## src/rtl/sar_pkg.sv

```systemverilog
package sar_pkg;
    typedef enum logic [1:0] {
        ST_IDLE    = 2'd0,
        ST_SAMPLE  = 2'd1,
        ST_CONV    = 2'd2,
        ST_RESTORE = 2'd3
    } sar_state_e;
endpackage

```

## src/rtl/sar_step_timer.sv

```systemverilog
module sar_step_timer #(
    parameter int SETTLE = 4
) (
    input  logic clk,
    input  logic rst_n,
    input  logic run_i,
    output logic last_o
);
    localparam int CW = (SETTLE > 1) ? $clog2(SETTLE) : 1;

    logic [CW-1:0] cnt_d, cnt_q;

    always_comb begin
        cnt_d  = cnt_q;
        last_o = run_i && (cnt_q == CW'(SETTLE - 1));
        if (!run_i || last_o) cnt_d = '0;
        else                  cnt_d = cnt_q + CW'(1);
    end

    always_ff @(posedge clk) begin
        if (!rst_n) cnt_q <= '0;
        else        cnt_q <= cnt_d;
    end


    step_len_chk: assert property (@(posedge clk) disable iff (!rst_n)
        (cnt_q == CW'(SETTLE - 1)) |=> (cnt_q == '0));
endmodule

```

## src/rtl/sar_result_enc.sv

```systemverilog
module sar_result_enc #(
    parameter int WIDTH = 8
) (
    input  logic [WIDTH-1:0] code_i,
    input  logic             diff_i,
    output logic [WIDTH-1:0] result_o
);
    always_comb begin
        result_o = code_i;
        if (diff_i) result_o[WIDTH-1] = ~code_i[WIDTH-1];
    end
endmodule

```

## src/rtl/sar_shared_dac.sv

```systemverilog
module sar_shared_dac
    import sar_pkg::*;
#(
    parameter int WIDTH  = 8,
    parameter int SETTLE = 4
) (
    input  logic             clk,
    input  logic             rst_n,
    input  logic             start_i,
    input  logic             diff_i,
    input  logic [WIDTH-1:0] user_code_i,
    input  logic             cmp_i,
    output logic [WIDTH-1:0] dac_code_o,
    output logic             dac_sel_o,
    output logic             hold_o,
    output logic             sample_o,
    output logic             busy_o,
    output logic             done_o,
    output logic [WIDTH-1:0] result_o
);
    localparam int IW = (WIDTH > 1) ? $clog2(WIDTH) : 1;
    localparam logic [WIDTH-1:0] MID_CODE = WIDTH'(1) << (WIDTH - 1);

    typedef struct packed {
        sar_state_e       st;
        logic [IW-1:0]    bidx;
        logic [WIDTH-1:0] trial;
        logic [WIDTH-1:0] result;
        logic             diff;
        logic             done;
    } sar_regs_t;

    sar_regs_t q, d;
    logic step_last;
    logic [WIDTH-1:0] enc_result;

    sar_step_timer #(.SETTLE(SETTLE)) u_timer (
        .clk    (clk),
        .rst_n  (rst_n),
        .run_i  (q.st == ST_CONV),
        .last_o (step_last)
    );

    sar_result_enc #(.WIDTH(WIDTH)) u_enc (
        .code_i   (q.trial),
        .diff_i   (q.diff),
        .result_o (enc_result)
    );

    always_comb begin
        d      = q;
        d.done = 1'b0;
        unique case (q.st)
            ST_IDLE: begin
                if (start_i) begin
                    d.st   = ST_SAMPLE;
                    d.diff = diff_i;
                end
            end
            ST_SAMPLE: begin
                d.st    = ST_CONV;
                d.trial = MID_CODE;
                d.bidx  = IW'(WIDTH - 1);
            end
            ST_CONV: begin
                if (step_last) begin
                    if (!cmp_i) d.trial[q.bidx] = 1'b0;
                    if (q.bidx == '0) begin
                        d.st = ST_RESTORE;
                    end else begin
                        d.bidx = q.bidx - IW'(1);
                        d.trial[q.bidx - IW'(1)] = 1'b1;
                    end
                end
            end
            ST_RESTORE: begin
                d.st     = ST_IDLE;
                d.done   = 1'b1;
                d.result = enc_result;
            end
            default: d.st = ST_IDLE;
        endcase
    end

    always_ff @(posedge clk) begin
        if (!rst_n) begin
            q.st     <= ST_IDLE;
            q.bidx   <= '0;
            q.trial  <= '0;
            q.result <= MID_CODE;
            q.diff   <= 1'b0;
            q.done   <= 1'b0;
        end else begin
            q <= d;
        end
    end

    assign dac_sel_o  = (q.st == ST_CONV);
    assign dac_code_o = dac_sel_o ? q.trial : user_code_i;
    assign hold_o     = (q.st != ST_IDLE);
    assign sample_o   = (q.st == ST_SAMPLE);
    assign busy_o     = (q.st != ST_IDLE);
    assign done_o     = q.done;
    assign result_o   = q.result;


    trial_under_hold_chk: assert property (@(posedge clk) disable iff (!rst_n)
        dac_sel_o |-> hold_o);

    restore_before_release_chk: assert property (@(posedge clk) disable iff (!rst_n)
        $fell(dac_sel_o) |-> hold_o);

    sample_then_trial_chk: assert property (@(posedge clk) disable iff (!rst_n)
        sample_o |=> (dac_sel_o && dac_code_o == MID_CODE));

    done_single_chk: assert property (@(posedge clk) disable iff (!rst_n)
        done_o |=> !done_o);

    done_released_chk: assert property (@(posedge clk) disable iff (!rst_n)
        done_o |-> (!hold_o && !busy_o));

    result_stable_chk: assert property (@(posedge clk) disable iff (!rst_n)
        !done_o |-> $stable(result_o));

    busy_start_ignored_chk: assert property (@(posedge clk) disable iff (!rst_n)
        (dac_sel_o && start_i) |=> !sample_o);
endmodule

```

## config.mk

```make
export PLATFORM = sky130hd
export DESIGN_NAME = sar_shared_dac
export DESIGN_NICKNAME = d
export VERILOG_FILES = /design/src/rtl/sar_pkg.sv /design/src/rtl/sar_step_timer.sv /design/src/rtl/sar_result_enc.sv /design/src/rtl/sar_shared_dac.sv
export SDC_FILE = /design/constraint.sdc
export NUM_CORES = 1
export LEC_CHECK = 0
export BUFFER_PORTS_ARGS = -buffer_cell sky130_fd_sc_hd__buf_2
export CAP_MARGIN = 20
export CORE_ASPECT_RATIO = 1.4
export CORE_MARGIN = 2
export CORE_UTILIZATION = 23
export CTS_CLUSTER_SIZE = 8
export DETAILED_ROUTE_END_ITERATION = 10
export SYNTH_ARGS = -nofsm -noshare
export SYNTH_HDL_FRONTEND = slang
export SYNTH_HIERARCHICAL = 1
export SYNTH_SLANG_ARGS = --single-unit
```

## constraint.sdc

```tcl
create_clock -name clk -period 4.5 [get_ports clk]
set_input_delay 0.9 -clock clk [delete_from_list [all_inputs] [get_ports clk]]
set_output_delay 0.9 -clock clk [all_outputs]
set_load 0.01 [all_outputs]
```

* Word-level counts from Yosys, hierarchy flattened
Cells that the tools add are included.
** Word-level totals
- Bits in registers :: 25
- Output and inout port bits :: 21
- Logic and storage cells :: 56
** Cells by class
- Add/sub/neg operators :: 2
- Order comparisons :: 4
- Equality and inequality tests :: 8
- Mux-type cells :: 16
- Bitwise logic cells :: 5
- Reduce and logical (&&, ||, !) cells :: 14
** Operators with widths (count)
- 2-to-1 mux 8 bit :: 4
- case mux 11 bit (2 select lines) :: 1
- 2-to-1 mux 13 bit :: 1
- 2-to-1 mux 11 bit :: 1
- bitwise AND 8 bit :: 1
- less-than comparator 3 x 4 -> 1 bit, second input constant :: 2
- NOT 8 bit :: 1
- OR 8 bit :: 1
- case mux 2 bit (4 select lines) :: 1
- demux 1 bit (select 3 bit) :: 2
- == test 2 bit, second input constant :: 3
- >= comparator 3 x 1 -> 1 bit, second input constant :: 2
- AND reduction 3 bit :: 2
- 2-to-1 mux 1 bit :: 4
- 2-to-1 mux 2 bit :: 2
- inequality test 2 x 1 -> 1 bit, second input constant :: 2
- inequality test 2 bit, second input constant :: 2
- AND reduction 2 bit :: 2
- nonzero test 2 bit :: 2
- logical AND 1 bit :: 3
- zero test 3 bit :: 1
- subtractor 3 x 1 -> 3 bit, second input constant :: 1
- adder 2 x 1 -> 2 bit, second input constant :: 1
- == test 2 x 1 -> 1 bit, second input constant :: 1
- other kinds (5) :: 6

* Depth between registers and ports, before layout
- Depth after elaboration :: 13
- Depth in mapped cells :: 7
- Mapped depth without buffers :: 6

* Modules after synthesis
The synthesis kept the hierarchy.
** By module, submodules not included
- sar_shared_dac :: times used 1, cells an instance 136, area each 1312.5 um^2, seq. area each 460.4 um^2
- sar_step_timer :: times used 1, cells an instance 6, area each 83.8 um^2, seq. area each 40.0 um^2
- sar_result_enc :: times used 1, cells an instance 8, area each 61.3 um^2, seq. area each 0.0 um^2

* Worst setup path after synthesis
OpenSTA, ideal clock, no wires.
- Path type :: reg-to-output
- From :: register q[21] in the netlist's numbering
- To :: output dac_code_o[0]
- Arrival :: 1.415 ns
- Path slack :: 2.185 ns
- Stages on the path, launching flop included :: 6
- Path buffers :: 2
- Cell sequence :: dfxtp_1 -> inv_1 -> ha_1 -> buf_2 -> buf_4 -> mux2_2
** Between the ends
- Cells in the longest elaborated chain, start to end :: 2
** Ends and longest elaborated chain
- from (decl) :: RTL line sar_shared_dac.sv:33 : sar_regs_t q, d;
- == test 2 bit :: RTL line sar_shared_dac.sv:98 : assign dac_sel_o = (q.st == ST_CONV);
- named net dac_sel_o :: RTL line sar_shared_dac.sv:14 : output logic dac_sel_o,
- 2-to-1 mux 8 bit :: RTL line sar_shared_dac.sv:99 : assign dac_code_o = dac_sel_o ? q.trial : user_code_i;
- to (decl) :: RTL line sar_shared_dac.sv:13 : output logic [WIDTH-1:0] dac_code_o,
The timed path passes the listed nets, and every way through them passes these cells.

* Final worst setup path
- From :: register q[21] in the netlist's numbering
- To :: output dac_code_o[3]
** Between the ends
- Cells in the longest elaborated chain, start to end :: 2
** Ends and longest elaborated chain (RTL line)
- == test 2 bit :: sar_shared_dac.sv:98
- 2-to-1 mux 8 bit :: sar_shared_dac.sv:99
No other way between the ends.

==> impl_metrics.json <==
{
  "power.density_nw_per_um2": 513,
  "dominantRegCellSynth": "sky130_fd_sc_hd__dfxtp_1",
  "dieArea_sq_um": 7000,
  "hold_viol_final": 0,
  "numClockSinks": 25,
  "worst-endpoint-arrival_ns": 2.06,
  "critical_path_cell_list": "inv_1, ha_1, mux2_2, buf_2",
  "hold_class": "reg -> reg",
  "postSynthRegisterBits": 25,
  "worstSkewPairLatency_ns": 0.27,
  "timing.clock.skew_ns": 0.00456,
  "worst-setup-path-type": "reg -> out",
  "worst_setup_path_end_kind": "primary output",
  "route.antenna.remaining_nets": 0,
  "floorplan.initialDensity_pct": 23.6,
  "cp-start-kind": "flip-flop",
  "hold_path_startpoint": "q[1]$_SDFFE_PN0P_",
  "grtUsageTotal_pct": 8.51,
  "status": "finished clean",
  "clock_transition_at_the_register_clock_pins_on_the_worst_setup_and_hold_paths_after_cts_ns": 0.09,
  "fmax_mhz": 338,
  "timing_worst_slew_pin_value_ns": 0.960,
  "drt_drc_violations_left": 0,
  "worstSetupStartpoint": "q[21]$_SDFFE_PN0P_",
  "drt-pass1-iter-count": 4,
  "setup-violations-final": 0,
  "critical_path.top_delay_family": "adder cells",
  "worst_r2r_startpoint": "q[21]$_SDFFE_PN0P_",
  "largest_buffer_count_on_any_clock_path": 2,
  "viasPerCell": 4.60,
  "dr_total_vias": 1081,
  "synth_seq_area_share_pct": 34.3,
  "largest_net_degree_at_the_start_of_global_routing": 27,
  "core-area_sq_um": 6170,
  "fin_util_pct": 25.7,
  "synth_cells": 150,
  "finalWorstPathRequiredPeriod_ns": 2.96,
  "area_growth_pct": 8.76,
  "maxSlewHeadroom_pct": 36.0,
  "period_share_pct": 65.8,
  "count_of_input_and_output_buffers": 33,
  "cp_max_fo": 26,
  "grt_remaining_overflow": 0,
  "top_level_ports": 34,
  "cts_hold_buf": 0,
  "worst_path_largest_cell_delay_ns": 0.79,
  "final-seq-area_sq_um": 500,
  "power.ir.vdd_worst_mv": 0.129,
  "cts_tree": "built",
  "post_route_cells_drive_above_1_share_pct": 34.4,
  "cp_num_buf_inv": 2,
  "rsz0062_at_grt": "false",
  "drv_slew": 0,
  "route.final.wire_length_um": 2940,
  "via_count_of_the_first_global_routing_pass": 1032,
  "synth_edf_count": 0,
  "die_h_um": 98.2,
  "data_required_time_at_the_worst_endpoint_ns": 3.60,
  "cts-htree-levels": 1,
  "gp_congestion": 0.775,
  "syn-cell-area_sq_um": 1460,
  "post-cts-setup-buffers": 0,
  "cts_root_buf": "sky130_fd_sc_hd__clkbuf_8",
  "finish.net_count": 184,
  "multi_input_comb_area_sq_um": 761,
  "core.rowCount": 34,
  "synthesis.area_per_instance_sq_um": 9.72,
  "synth.distinct_cells": 43,
  "routed_wire_length_per_instance_um": 12.5,
  "grt_antenna_before_repair": 0,
  "cts.repair.resized": 0,
  "fillCellCount": 642,
  "tritoncts.num_buffers": 3,
  "dp_hpwl_um": 2190,
  "synth_fp_nets": 170,
  "n_antenna_cell": 0,
  "drv.max_cap_violation_count": 0,
  "chipWidth_um": 71.3,
  "initialDrtViolationCount": 47,
  "ys_async_sr_fraction_pct": 0,
  "ys_warn_count": 6,
  "slowest_stage": "sky130_fd_sc_hd__ha_1",
  "final.setup.tns_ns": 0,
  "total_leakage_power_nw": 0.645,
  "grt_first_pass_wirelength_um": 4770
}
==> power breakdown <==
part,leakage [nW],internal [mW],switching (mW)
Combinational,0.417,0.170,0.219
Sequential,0.203,0.251,0.0385
Clock,0.0255,0.0621,0.0737
==> flip-flops by register name, indices dropped and copies added (netlist names) <==
register,flops
done_o,1
q,14
result_o,8
u_timer/cnt_q,2
==> worst min-delay path: cells and delay by family (launching register included) <==
family	cells	cell delay, ns
AO/OA/AOI/OAI	1	0.06
AND/OR/NAND/NOR	1	0.05
flip-flops	1	0.33
==> worst paths after layout <==
| check | slack (ns) | endpoint | depth (start not counted) |
|---|---|---|---|
| worst min-delay path | 0.48 | q[1]$_SDFFE_PN0P_ | 2 |
| worst max-delay path | 1.54 | dac_code_o[3] | 4 |
| worst max register to register | 2.19 | q[12]$_SDFFE_PN0P_ | 6 |
| worst min register to register | 0.48 | q[1]$_SDFFE_PN0P_ | 2 |
==> cells in the final DEF, fill, tap and decap left out, types with 4 or more instances in the layout <==
master and count:
sky130_fd_sc_hd__buf_2 33, sky130_fd_sc_hd__mux2i_1 9, sky130_fd_sc_hd__nor2_1 9, sky130_fd_sc_hd__inv_1 6, sky130_fd_sc_hd__a32o_1 4, sky130_fd_sc_hd__nand2_1 13
sky130_fd_sc_hd__ha_1 7, sky130_fd_sc_hd__mux2_2 8, sky130_fd_sc_hd__dfxtp_1 25
==> cell type report <==
type | count | area share (%)
clock buffer | 3 | 2.60
clock inverter | 1 | 0.316
inverter | 6 | 1.42
multi-input combinational | 95 | 48.0
sequential | 25 | 31.6
tap | 72 | 5.68
timing repair buffer | 33 | 10.4
==> synth_stat cells (3+ instances only) <==
| cell | instances | area [sq um] |
|---|---|---|
| sky130_fd_sc_hd__dfxtp_1 | 25 | 500 |
| sky130_fd_sc_hd__buf_4 | 17 | 128 |
| sky130_fd_sc_hd__nand2_1 | 13 | 48.8 |
| sky130_fd_sc_hd__mux2i_1 | 9 | 90.1 |
| sky130_fd_sc_hd__nor2_1 | 9 | 33.8 |
| sky130_fd_sc_hd__mux2_2 | 8 | 90.1 |
| sky130_fd_sc_hd__ha_1 | 7 | 87.6 |
| sky130_fd_sc_hd__inv_1 | 6 | 22.5 |
| sky130_fd_sc_hd__a32o_1 | 4 | 40.0 |
| sky130_fd_sc_hd__buf_2 | 4 | 20.0 |
| sky130_fd_sc_hd__a21oi_1 | 3 | 15.0 |
| sky130_fd_sc_hd__nor2b_1 | 3 | 18.8 |
| sky130_fd_sc_hd__o21ai_0 | 3 | 15.0 |
==> through the flow <==
| stage | power [mW] | hold WS [ns] | setup slack [ns] | cells | cell area [sq um] |
|---|---|---|---|---|---|
| global route | 0.879 | 0.503 | 1.38 | 235 | 1590 |
| global placement | 0.680 | 0.455 | 1.90 | 231 | 1540 |
| detailed placement | 0.688 | 0.462 | 1.83 | 231 | 1540 |
| floorplan | 0.616 | 0.442 | 2.19 | 150 | 1460 |
| CTS | 0.826 | 0.484 | 1.51 | 235 | 1590 |
| finish | 0.814 | 0.476 | 1.54 | 235 | 1590 |
==> per-layer routing <==
layer,wire length [um],global-route usage (%),up-vias
met2,1550,15.6,23
met3,102,1.14,3
li1,-,-,542
met1,1270,9.27,513
met4,19,4.35,0
met5,0,0,-
==> cell families after synthesis <==
kind of cell	Yosys count	share of synthesized area (%)
AND/OR/NAND/NOR	48	20.9
buffers and inverters	30	13.5
flip-flops	25	34.3
AO/OA/AOI/OAI	21	11.2
multiplexers	17	12.4
adder cells (fa/ha/maj)	7	6.01
XOR/XNOR	2	1.72
(Power assumes the default switching activity.)
